## src/rtl/xbus_pkg.sv

```systemverilog
// Shared definitions for the multiplexed pin interface.
// Assumes register offsets are decoded from the low three address bits.
package xbus_pkg;
    typedef enum logic [2:0] {
        SEL_PA_DAT  = 3'd0,
        SEL_PB_DAT  = 3'd1,
        SEL_PA_DIR  = 3'd2,
        SEL_PB_DIR  = 3'd3,
        SEL_CP_DAT  = 3'd4,
        SEL_CP_DIR  = 3'd5,
        SEL_CTL     = 3'd6,
        SEL_NONE    = 3'd7
    } xbus_sel_e;

    localparam int CP_W = 2;
endpackage

```

## src/rtl/xbus_mode_latch.sv

```systemverilog
// Captures the operating mode from the strap pins in the first cycle after reset.
// Assumes the strap is stable around reset release; holds the mode until the next reset.
module xbus_mode_latch (
    input  logic       clk,
    input  logic       rst_n,
    input  logic [1:0] mode_pins,
    output logic       mode_valid,
    output logic       expanded,
    output logic       wide
);
    logic [1:0] mode_q;

    // Capture the strap once, on the first clock with reset released.
    always_ff @(posedge clk) begin
        if (!rst_n) begin
            mode_valid <= 1'b0;
            mode_q     <= 2'b00;
        end else if (!mode_valid) begin
            mode_valid <= 1'b1;
            mode_q     <= mode_pins;
        end
    end

    assign expanded = mode_valid & mode_q[1];
    assign wide     = mode_q[0];

    // the captured mode never changes once valid
    a_r1_mode_hold: assert property (@(posedge clk) disable iff (!rst_n)
        (mode_valid && $past(mode_valid)) |-> $stable(mode_q));
endmodule

```

## src/rtl/xbus_gpio_regs.sv

```systemverilog
// Holds the data and direction registers and the pipe enable; registered readback.
// Assumes single-cycle register accesses; reads mix the latch and pin level per direction bit.
module xbus_gpio_regs
    import xbus_pkg::*;
#(
    parameter int BW = 8
) (
    input  logic            clk,
    input  logic            rst_n,
    input  logic            wr_en,
    input  logic            rd_en,
    input  logic [2:0]      sel,
    input  logic [BW-1:0]   wdata,
    input  logic [BW-1:0]   pa_in,
    input  logic [BW-1:0]   pb_in,
    input  logic [CP_W-1:0] cp_in,
    output logic [BW-1:0]   pa_dat,
    output logic [BW-1:0]   pa_dir,
    output logic [BW-1:0]   pb_dat,
    output logic [BW-1:0]   pb_dir,
    output logic [CP_W-1:0] cp_dat,
    output logic [CP_W-1:0] cp_dir,
    output logic            pipe_en,
    output logic [BW-1:0]   rd_data
);
    xbus_sel_e sel_e;
    logic [BW-1:0] rd_next;

    assign sel_e = xbus_sel_e'(sel);

    // Register writes.
    always_ff @(posedge clk) begin
        if (!rst_n) begin
            pa_dat  <= '0;
            pa_dir  <= '0;
            pb_dat  <= '0;
            pb_dir  <= '0;
            cp_dat  <= '0;
            cp_dir  <= '0;
            pipe_en <= 1'b0;
        end else if (wr_en) begin
            case (sel_e)
                SEL_PA_DAT: pa_dat  <= wdata;
                SEL_PB_DAT: pb_dat  <= wdata;
                SEL_PA_DIR: pa_dir  <= wdata;
                SEL_PB_DIR: pb_dir  <= wdata;
                SEL_CP_DAT: cp_dat  <= wdata[CP_W-1:0];
                SEL_CP_DIR: cp_dir  <= wdata[CP_W-1:0];
                SEL_CTL:    pipe_en <= wdata[0];
                default: ;
            endcase
        end
    end

    // Readback value selection.
    always_comb begin
        rd_next = '0;
        case (sel_e)
            SEL_PA_DAT: rd_next = (pa_dat & pa_dir) | (pa_in & ~pa_dir);
            SEL_PB_DAT: rd_next = (pb_dat & pb_dir) | (pb_in & ~pb_dir);
            SEL_PA_DIR: rd_next = pa_dir;
            SEL_PB_DIR: rd_next = pb_dir;
            SEL_CP_DAT: rd_next[CP_W-1:0] = (cp_dat & cp_dir) | (cp_in & ~cp_dir);
            SEL_CP_DIR: rd_next[CP_W-1:0] = cp_dir;
            SEL_CTL:    rd_next[0] = pipe_en;
            default: ;
        endcase
    end

    // Registered read data.
    always_ff @(posedge clk) begin
        if (!rst_n)     rd_data <= '0;
        else if (rd_en) rd_data <= rd_next;
    end

    // a direction write for port A is visible on the next cycle
    a_r3_dir_write: assert property (@(posedge clk) disable iff (!rst_n)
        (wr_en && sel == 3'd2) |=> (pa_dir == $past(wdata)));
endmodule

```

## src/rtl/xbus_seq.sv

```systemverilog
// Runs one external bus access: the address phase, then one or two data phases timed by the bus clock.
// Assumes the bus clock is slower than clk; its level is registered once and its falling edge ends each phase.
module xbus_seq #(
    parameter int DW = 16
) (
    input  logic          clk,
    input  logic          rst_n,
    input  logic          eclk,
    input  logic          start,
    input  logic          wide,
    input  logic [DW-1:0] addr,
    input  logic [DW-1:0] wdata,
    input  logic          rnw,
    input  logic          word,
    input  logic [DW/2-1:0] pa_in,
    input  logic [DW/2-1:0] pb_in,
    output logic          busy,
    output logic [DW-1:0] rdata,
    output logic [DW/2-1:0] pa_val,
    output logic [DW/2-1:0] pa_en,
    output logic [DW/2-1:0] pb_val,
    output logic [DW/2-1:0] pb_en
);
    localparam int BW = DW / 2;

    logic          ph, act, started, beat, rnw_q, word_q;
    logic [DW-1:0] a_q, w_q;
    logic          fall, addr_ph, data_ph, drive_dat;
    logic [BW-1:0] lane_a;

    assign fall    = ~eclk & ph;
    assign addr_ph = started & ~ph;
    assign data_ph = started & ph;

    // Access state, phase tracking and read-data capture.
    always_ff @(posedge clk) begin
        if (!rst_n) begin
            ph      <= 1'b0;
            act     <= 1'b0;
            started <= 1'b0;
            beat    <= 1'b0;
            rnw_q   <= 1'b0;
            word_q  <= 1'b0;
            a_q     <= '0;
            w_q     <= '0;
            rdata   <= '0;
        end else begin
            ph <= eclk;
            if (!act && start) begin
                act     <= 1'b1;
                started <= 1'b0;
                beat    <= 1'b0;
                a_q     <= addr;
                w_q     <= wdata;
                rnw_q   <= rnw;
                word_q  <= word;
            end else if (act && fall) begin
                if (!started) begin
                    started <= 1'b1;
                end else begin
                    if (rnw_q) begin
                        if (word_q && wide)  rdata <= {pa_in, pb_in};
                        else if (word_q && !beat) rdata[DW-1:BW] <= pa_in;
                        else if (word_q)     rdata[BW-1:0] <= pa_in;
                        else                 rdata <= {{BW{1'b0}}, pa_in};
                    end
                    if (word_q && !wide && !beat) begin
                        beat <= 1'b1;
                    end else begin
                        act     <= 1'b0;
                        started <= 1'b0;
                        beat    <= 1'b0;
                    end
                end
            end
        end
    end

    // Byte placed on port A during a data phase.
    always_comb begin
        if (word_q && (wide || !beat)) lane_a = w_q[DW-1:BW];
        else                           lane_a = w_q[BW-1:0];
    end

    assign drive_dat = data_ph & ~rnw_q;

    // Pin values and enables for the address and data phases.
    always_comb begin
        pa_val = addr_ph ? a_q[DW-1:BW] : lane_a;
        pb_val = addr_ph ? a_q[BW-1:0]  : w_q[BW-1:0];
        pa_en  = (addr_ph | drive_dat) ? '1 : '0;
        pb_en  = (addr_ph | (drive_dat & word_q & wide)) ? '1 : '0;
    end

    assign busy = act;

    // every enable is high in an address phase
    a_r4_addr_all_oe: assert property (@(posedge clk) disable iff (!rst_n)
        (started && !ph) |-> (&pa_en && &pb_en));
    // a read data phase drives nothing
    a_r6_read_released: assert property (@(posedge clk) disable iff (!rst_n)
        (started && ph && rnw_q) |-> (pa_en == '0 && pb_en == '0));
    // a second beat exists only for narrow word accesses
    a_r7_beat_narrow: assert property (@(posedge clk) disable iff (!rst_n)
        beat |-> (word_q && !wide && act));
    // phases only run inside an active access
    a_r11_started_in_act: assert property (@(posedge clk) disable iff (!rst_n)
        started |-> act);
endmodule

```

## src/rtl/xbus_mux.sv

```systemverilog
// Top of the multiplexed pin interface: routes the pins to general-purpose I/O or to the bus sequencer by mode.
// Assumes requests are one-cycle pulses; bus requests made while busy or outside the expanded modes are dropped.
module xbus_mux
    import xbus_pkg::*;
#(
    parameter int DW       = 16,
    parameter bit HAS_PIPE = 1'b1
) (
    input  logic            clk,
    input  logic            rst_n,
    input  logic [1:0]      mode_pins,
    input  logic            eclk,
    input  logic            cpu_req,
    input  logic            cpu_reg,
    input  logic [DW-1:0]   cpu_addr,
    input  logic [DW-1:0]   cpu_wdata,
    input  logic            cpu_rnw,
    input  logic            cpu_word,
    input  logic            cpu_free,
    input  logic            cpu_pipe,
    output logic [DW-1:0]   cpu_rdata,
    output logic            cpu_busy,
    input  logic [DW/2-1:0] pa_in,
    output logic [DW/2-1:0] pa_out,
    output logic [DW/2-1:0] pa_oe,
    input  logic [DW/2-1:0] pb_in,
    output logic [DW/2-1:0] pb_out,
    output logic [DW/2-1:0] pb_oe,
    input  logic [CP_W-1:0] pe_in,
    output logic [CP_W-1:0] pe_out,
    output logic [CP_W-1:0] pe_oe
);
    localparam int BW = DW / 2;

    logic          mode_valid, expanded, wide;
    logic          reg_wr, reg_rd, bus_start, src_reg;
    logic [BW-1:0] pa_dat, pa_dir, pb_dat, pb_dir, reg_rd_data;
    logic [CP_W-1:0] cp_dat, cp_dir;
    logic          pipe_en;
    logic [DW-1:0] bus_rdata;
    logic [BW-1:0] bus_pa, bus_pa_en, bus_pb, bus_pb_en;
    logic          pipe_drive;

    assign reg_wr    = mode_valid & cpu_req & cpu_reg & ~cpu_rnw;
    assign reg_rd    = mode_valid & cpu_req & cpu_reg &  cpu_rnw;
    assign bus_start = expanded & cpu_req & ~cpu_reg;

    xbus_mode_latch u_mode (
        .clk        (clk),
        .rst_n      (rst_n),
        .mode_pins  (mode_pins),
        .mode_valid (mode_valid),
        .expanded   (expanded),
        .wide       (wide)
    );

    xbus_gpio_regs #(.BW(BW)) u_regs (
        .clk     (clk),
        .rst_n   (rst_n),
        .wr_en   (reg_wr),
        .rd_en   (reg_rd),
        .sel     (cpu_addr[2:0]),
        .wdata   (cpu_wdata[BW-1:0]),
        .pa_in   (pa_in),
        .pb_in   (pb_in),
        .cp_in   (pe_in),
        .pa_dat  (pa_dat),
        .pa_dir  (pa_dir),
        .pb_dat  (pb_dat),
        .pb_dir  (pb_dir),
        .cp_dat  (cp_dat),
        .cp_dir  (cp_dir),
        .pipe_en (pipe_en),
        .rd_data (reg_rd_data)
    );

    xbus_seq #(.DW(DW)) u_seq (
        .clk    (clk),
        .rst_n  (rst_n),
        .eclk   (eclk),
        .start  (bus_start),
        .wide   (wide),
        .addr   (cpu_addr),
        .wdata  (cpu_wdata),
        .rnw    (cpu_rnw),
        .word   (cpu_word),
        .pa_in  (pa_in),
        .pb_in  (pb_in),
        .busy   (cpu_busy),
        .rdata  (bus_rdata),
        .pa_val (bus_pa),
        .pa_en  (bus_pa_en),
        .pb_val (bus_pb),
        .pb_en  (bus_pb_en)
    );

    // Track whether the latest read came from a register or the bus.
    always_ff @(posedge clk) begin
        if (!rst_n)         src_reg <= 1'b0;
        else if (reg_rd)    src_reg <= 1'b1;
        else if (bus_start && !cpu_busy) src_reg <= 1'b0;
    end

    assign cpu_rdata = src_reg ? {{BW{1'b0}}, reg_rd_data} : bus_rdata;

    generate
        if (HAS_PIPE) begin : g_pipe
            assign pipe_drive = pipe_en;
        end else begin : g_nopipe
            assign pipe_drive = 1'b0;
        end
    endgenerate

    // Pin routing by mode; everything is an input until the mode is known.
    always_comb begin
        pa_out = '0; pa_oe = '0;
        pb_out = '0; pb_oe = '0;
        pe_out = '0; pe_oe = '0;
        if (mode_valid) begin
            if (expanded) begin
                pa_out = bus_pa; pa_oe = bus_pa_en;
                pb_out = bus_pb; pb_oe = bus_pb_en;
                pe_out[0] = cpu_free; pe_oe[0] = 1'b1;
            end else begin
                pa_out = pa_dat; pa_oe = pa_dir;
                pb_out = pb_dat; pb_oe = pb_dir;
                pe_out[0] = cp_dat[0]; pe_oe[0] = cp_dir[0];
            end
            if (pipe_drive) begin
                pe_out[1] = cpu_pipe; pe_oe[1] = 1'b1;
            end else begin
                pe_out[1] = cp_dat[1]; pe_oe[1] = cp_dir[1];
            end
        end
    end

    // no pin is driven before the mode is latched
    a_r2_quiet_unlatched: assert property (@(posedge clk) disable iff (!rst_n)
        !mode_valid |-> (pa_oe == '0 && pb_oe == '0 && pe_oe == '0));
    // an idle bus drives no port pin
    a_r11_idle_release: assert property (@(posedge clk) disable iff (!rst_n)
        (expanded && !cpu_busy) |-> (pa_oe == '0 && pb_oe == '0));
    // control pin 0 is an output in the expanded modes
    a_r9_noacc_driven: assert property (@(posedge clk) disable iff (!rst_n)
        expanded |-> pe_oe[0]);
endmodule

```

## config.mk

```make
export PLATFORM = sky130hd
export DESIGN_NAME = xbus_mux
export DESIGN_NICKNAME = d
export VERILOG_FILES = /design/src/rtl/xbus_pkg.sv /design/src/rtl/xbus_mode_latch.sv /design/src/rtl/xbus_gpio_regs.sv /design/src/rtl/xbus_seq.sv /design/src/rtl/xbus_mux.sv
export SDC_FILE = /design/constraint.sdc
export NUM_CORES = 1
export LEC_CHECK = 0
export BUFFER_PORTS_ARGS = -buffer_cell sky130_fd_sc_hd__buf_4
export CORE_MARGIN = 2
export CORE_UTILIZATION = 59
export CTS_BUF_LIST = sky130_fd_sc_hd__clkbuf_16
export DETAILED_ROUTE_END_ITERATION = 7
export HOLD_SLACK_MARGIN = 0.05
export MAX_ROUTING_LAYER = met4
export PLACE_DENSITY = 0.94
export SLEW_MARGIN = 20
export SYNTH_ARGS = -nofsm -noshare
export SYNTH_HDL_FRONTEND = slang
export SYNTH_SLANG_ARGS = --single-unit
export TNS_END_PERCENT = 5
```

## constraint.sdc

```tcl
create_clock -name clk -period 4.45 [get_ports clk]
set_input_delay 0.2225 -clock clk [delete_from_list [all_inputs] [get_ports clk]]
set_output_delay 0.2225 -clock clk [all_outputs]
set_load 0.05 [all_outputs]
```

==> results of run 1 <==
==> kinds of logic (layout without fill, tap and decap cells) <==
kind of cell	Yosys count	after routing	share of synthesized area [%]
flops	103	103	39.27
mux	55	55	10.67
compound gates	141	141	18.80
buf+inv	49	136	3.907
simple gates	280	280	27.35
==> where the power goes <==
group	leakage (nW)	internal, mW	switching, mW	total (mW)
clock	0.153	0.489	0.338	0.827
sequential	0.831	0.929	0.00980	0.939
combinational	1.60	0.0824	0.121	0.203
total	2.58	1.50	0.468	1.97
==> worst reg2reg max path, delay by kind of cell (launching register included) <==
kind | cells | cell delay (ns)
buffers and inverters | 2 | 0.47
AND/OR/NAND/NOR | 2 | 1.16
flip-flops | 1 | 0.31
AO/OA/AOI/OAI | 1 | 0.34
==> per-layer routing <==
metal | global-route usage, % | share of wire, % | vias up
li1 | - | - | 2331
met1 | 39.80 | 42 | 2336
met2 | 48.25 | 48 | 241
met3 | 3.794 | 7.4 | 28
met4 | 9.589 | 2.4 | 0
met5 | - | 0 | -
==> through the flow <==
step / instances / total power [mW] / setup WS (ns) / util [%] / cell area (um2)
floorplan: 628 / 1.072 / 2.062 / - / 5251
global placement: 808 / 1.153 / 2.147 / 69.95 / 6071
detailed placement: 808 / 1.158 / 2.124 / 69.95 / 6071
CTS: 823 / 1.971 / 1.906 / 73.54 / 6382
global route: 823 / 2.017 / 1.771 / 73.59 / 6386
finish: 823 / 1.968 / 1.886 / 73.59 / 6386
==> cells in the final DEF, fill, tap and decap left out, drive strengths merged, types with 4 or more instances in the layout <==
cell / n
a211oi: 8
a21boi: 45
a21oi: 4
a22o: 8
a22oi: 6
and3: 9
buf: 116
clkbuf: 9
clkinv: 4
dfxtp: 103
inv: 5
mux2: 8
mux2i: 47
nand2: 115
nand2b: 16
nand3: 25
nand4b: 4
nor2: 37
nor2b: 52
nor3: 7
o211a: 16
o21a: 4
o21ai: 44
==> path summary, 6_finish.rpt <==
check / to / slack (ns) / cells past startpoint
setup reg to reg: src_reg / 2.05 / 5
setup / recovery: pa_out[5] / 1.89 / 5
hold reg to reg: u_seq.w_q[8] / 0.46 / 2
hold / removal: u_seq.ph / 0.10 / 2
==> layout make-up <==
type                       instances  share of cell area [%]
multi-input combinational        476                   46.79
sequential                       103                   32.29
inverter                           5                  0.2939
clock inverter                     6                   1.352
timing repair buffer             116                   13.64
clock buffer                       9                   3.527
tap                              108                   2.116
==> flow_summary.json, run 1 <==
{
  "diodes": 0,
  "drt-wirelength-per-cell_um": 17.70,
  "clk_latency_ns": 0.34,
  "ir_worst_vdd_uv": 177.3,
  "path_cells": "nand2b_1, nand2_1, a211oi_1, o21ai_0, buf_4",
  "synthArstFlopShare_pct": 0,
  "wl_um": 14570,
  "htreeDepth": 3,
  "cap_violations": 0,
  "slew_violations": 0,
  "vias": 4936,
  "grt_pass1_wl_um": 23120,
  "drive_gt1_share_pct": 20.98,
  "ys.flop_type": "dfxtp_1",
  "synth_area_leaders": "dfxtp_1, mux2i_1, nand2_1",
  "top_regs": "u_seq.a_q: 16 flops, u_seq.rdata: 16 flops, u_seq.w_q: 16 flops",
  "path_clk_slew_ns": 0.07,
  "io_buffer_count": 113,
  "endpoint_kind": "primary output",
  "ys_seq_area_share_pct": 39.27,
  "yosys.cell_types.count": 46,
  "cts_resized": 0,
  "fp.dieH_um": 98.34,
  "cp.arrival_ns": 2.34,
  "cp_top_family": "flip-flops",
  "synth_commonest_cells": "nand2_1, dfxtp_1, nor2b_1",
  "syn_area_mm2": 0.005251,
  "relSlewSlack_pct": 38.23,
  "final_nets": 772,
  "grt_pass1_vias": 4609,
  "setup.worst_path.start": "u_mode.mode_q[0]",
  "holdWs_ns": 0.1001,
  "synth_top_area_cell": "dfxtp_1",
  "root_buffer": "clkbuf_16",
  "cts_tree": "built",
  "ys_seq_elements": 103,
  "worst-path-max-fanout": 14,
  "syn_area_per_cell_um2": 8.362,
  "finalCritPeriodShare_pct": 57.63,
  "gp_congestion": 0.9047,
  "grt-ovfl-total": 0,
  "skew_ns": 0.009770,
  "hold_class": "input port to flip-flop",
  "worst_setup_path_start_kind": "flip-flop",
  "setup_violations": 0,
  "min-delay-start": "eclk",
  "rr_startpoint": "u_mode.mode_q[1]",
  "regArea_mm2": 0.002062,
  "antenna_found_initial": 0,
  "ys_warn_count": 0,
  "worstMarginPinSlew_ns": 0.9215,
  "firstDrtPassIters": 5,
  "ant_nets": 0,
  "multi_input_area_mm2": 0.002988,
  "power.density_mw_per_mm2": 308.2,
  "setup-tns-final_ns": 0,
  "status": "finished, final reports clean",
  "core-area_mm2": 0.008678,
  "grt_max_degree": 97,
  "synth_top_area_share_pct": 39.27,
  "drt_iter0_drc": 528,
  "max_freq_mhz": 389.9,
  "yosysMostFrequentCell": "nand2_1",
  "synth_edf_count": 0,
  "fp-row-count": 34,
  "die-area_mm2": 0.009671,
  "max_stage_delay_ns": 0.64,
  "crit_required_ns": 4.23,
  "netlist_instances": 628,
  "io_pins": 114,
  "cts_buffer_depth": 2,
  "hold_buffers": 0,
  "nFillCells": 616,
  "hold_viol_final": 0,
  "cts_buffers": 9,
  "rsz0062_at_grt": "false",
  "initial_utilization_pct": 60.51,
  "viasPerCell": 5.998,
  "crit_slowest_cell": "dfxtp_1",
  "dp_hpwl_um": 10220,
  "die_width_um": 98.34,
  "syn-num-nets": 689,
  "track_usage_pct": 30.09,
  "clock_sinks": 103,
  "post-cts-setup-buffer-count": 0,
  "cp_num_buf_inv": 1,
  "syn_to_final_growth_pct": 21.61,
  "drc": 0,
  "p_leak_nw": 2.582,
  "path_class": "flip-flop to primary output",
  "period_needed_ns": 2.564
}
Power figures use the tool's default switching activity.
==> inputs of run 2 (changes only) <==
--- a/config.mk
+++ b/config.mk
@@ -7,12 +7,12 @@
 export LEC_CHECK = 0
 export BUFFER_PORTS_ARGS = -buffer_cell sky130_fd_sc_hd__buf_4
 export CORE_MARGIN = 2
-export CORE_UTILIZATION = 59
+export CORE_UTILIZATION = 55
 export CTS_BUF_LIST = sky130_fd_sc_hd__clkbuf_16
 export DETAILED_ROUTE_END_ITERATION = 7
 export HOLD_SLACK_MARGIN = 0.05
 export MAX_ROUTING_LAYER = met4
-export PLACE_DENSITY = 0.94
+export PLACE_DENSITY = 0.89
 export SLEW_MARGIN = 20
 export SYNTH_ARGS = -nofsm -noshare
 export SYNTH_HDL_FRONTEND = slang
==> constraint.sdc (replaced) <==
create_clock -name clk -period 2.5 [get_ports clk]
set_input_delay 0.125 -clock clk [delete_from_list [all_inputs] [get_ports clk]]
set_output_delay 0.125 -clock clk [all_outputs]
set_load 0.05 [all_outputs]
==> flow_summary.json, run 2 (synthesized netlist as in run 1, its figures left out) <==
{
  "status": "finished, final reports clean",
  "viasPerCell": 5.686,
  "cts_tree": "built",
  "ir_worst_vdd_uv": 385.5,
  "final_nets": 797,
  "gp_congestion": 0.9106,
  "die-area_mm2": 0.01034,
  "holdWs_ns": 0.04158,
  "crit_slowest_cell": "nor2b_1",
  "crit_required_ns": 2.38,
  "post-cts-setup-buffer-count": 0,
  "grt_pass1_wl_um": 24320,
  "fp.dieH_um": 101.7,
  "top_regs": "u_seq.a_q: 16 flops, u_seq.rdata: 16 flops, u_seq.w_q: 16 flops",
  "core-area_mm2": 0.009240,
  "diodes": 0,
  "setup-tns-final_ns": 0,
  "antenna_found_initial": 0,
  "wl_um": 14810,
  "max_stage_delay_ns": 0.54,
  "ant_nets": 0,
  "drc": 0,
  "met1_usage_pct": 39.55,
  "track_usage_pct": 30.72,
  "hold_class": "input port to flip-flop",
  "nFillCells": 690,
  "worst_setup_path_start_kind": "flip-flop",
  "grt_use_met2_pct": 48.38,
  "final_cell_mix": "buf_4, nand2_1, dfxtp_1",
  "htreeDepth": 3,
  "clock_sinks": 103,
  "io_pins": 114,
  "finalPower_mw": 3.578,
  "top_usage_layer": "met2",
  "die_width_um": 101.7,
  "rsz0062_at_grt": "false",
  "cts_buffers": 9,
  "worst-path-max-fanout": 15,
  "grt-ovfl-total": 0,
  "skew_ns": 0.005633,
  "cp_common_cell": "buf_4",
  "endpoint_kind": "primary output",
  "fp-row-count": 35,
  "grt_pass1_vias": 4836,
  "slew_violations": 0,
  "io_buffer_count": 113,
  "cap_violations": 0,
  "hold_viol_final": 0,
  "firstDrtPassIters": 5,
  "finalCritPeriodShare_pct": 93.70,
  "setup_violations": 0,
  "path_clk_slew_ns": 0.07,
  "cts_buffer_depth": 2,
  "initial_utilization_pct": 56.83,
  "grt_max_degree": 60,
  "cp.arrival_ns": 2.22,
  "mostFrequentLayoutCell": "buf_4",
  "grt_use_met3_pct": 5.107,
  "dp_hpwl_um": 10560,
  "drive_gt1_share_pct": 21.19,
  "drt_iter0_drc": 338,
  "path_cells": "buf_4, nor2b_1, nand2_1, o21ai_0, buf_4",
  "root_buffer": "clkbuf_16",
  "drt-wirelength-per-cell_um": 17.02,
  "max_freq_mhz": 426.9,
  "period_needed_ns": 2.342,
  "vias": 4947,
  "relSlewSlack_pct": 42.73,
  "final_core_util_pct": 72.01,
  "p_leak_nw": 2.694,
  "path_class": "flip-flop to primary output",
  "worstMarginPinSlew_ns": 0.8544,
  "syn_to_final_growth_pct": 26.71,
  "power.density_mw_per_mm2": 537.8,
  "clk_latency_ns": 0.35
}
## run 2: cell count changes in the layout (fill, tap and decap cells not counted), moves of 2 or more
cell,before,now
clkinv_4,2,0
dlygate4sd3_1,0,19
buf_4,116,122
inv_6,0,2
## run 2: metrics by stage
stage	instances	cell area [um2]	worst slack [ns]
2_1_floorplan	628	5251	0.2095
3_3_place_gp	835	6142	0.5618
3_5_place_dp	835	6142	0.5332
4_1_cts	870	6653	0.1708
5_1_grt	870	6654	0.007053
6_report	870	6654	0.1576
## run 2: final cells by class
class	instances	area, um2	share of cell area, %
clock buffer	9	225.2	3.385
clock inverter	7	95.09	1.429
inverter	5	18.77	0.2821
multi-input combinational	476	2984	44.85
sequential	103	2063	31.01
tap	129	161.4	2.426
timing repair buffer	141	1106	16.62
## run 2: power breakdown
part	internal [mW]	leakage (nW)	switching [mW]	total [mW]
clock network	0.881	0.156	0.637	1.52
logic	0.168	1.71	0.219	0.388
registers	1.65	0.831	0.0188	1.67
total	2.70	2.69	0.875	3.58
## run 2: final timing paths
kind | startpoint | end | slack, ns | depth (start not counted)
worst max-delay path | u_mode.mode_valid | pa_out[6] | 0.16 | 5
worst max register to register | u_seq.busy | u_seq.rdata[1] | 0.53 | 4
worst min-delay path | cpu_addr[4] | u_seq.a_q[4] | 0.04 | 3
worst min register to register | u_seq.a_q[14] | u_seq.a_q[14] | 0.46 | 2
## run 2: repair_timing
item                                    CTS  global route
endpoints found under the setup margin    0             8
hold buffers                             19             0
gates resized for setup                   0             1
endpoints found under the hold margin    19             0
## run 2: per-layer routing
| metal | up-vias | wire length [um] |
|---|---|---|
| li1 | 2391 | - |
| met1 | 2307 | 6496 |
| met2 | 218 | 6873 |
| met3 | 31 | 1007 |
| met4 | 0 | 429 |
| met5 | - | 0 |
## run 2: worst max-delay path, delay by kind of cell, from the launching register on
family | cells | cell delay (ns)
simple gates | 2 | 0.68
flops | 1 | 0.53
buf+inv | 2 | 0.52
compound gates | 1 | 0.13
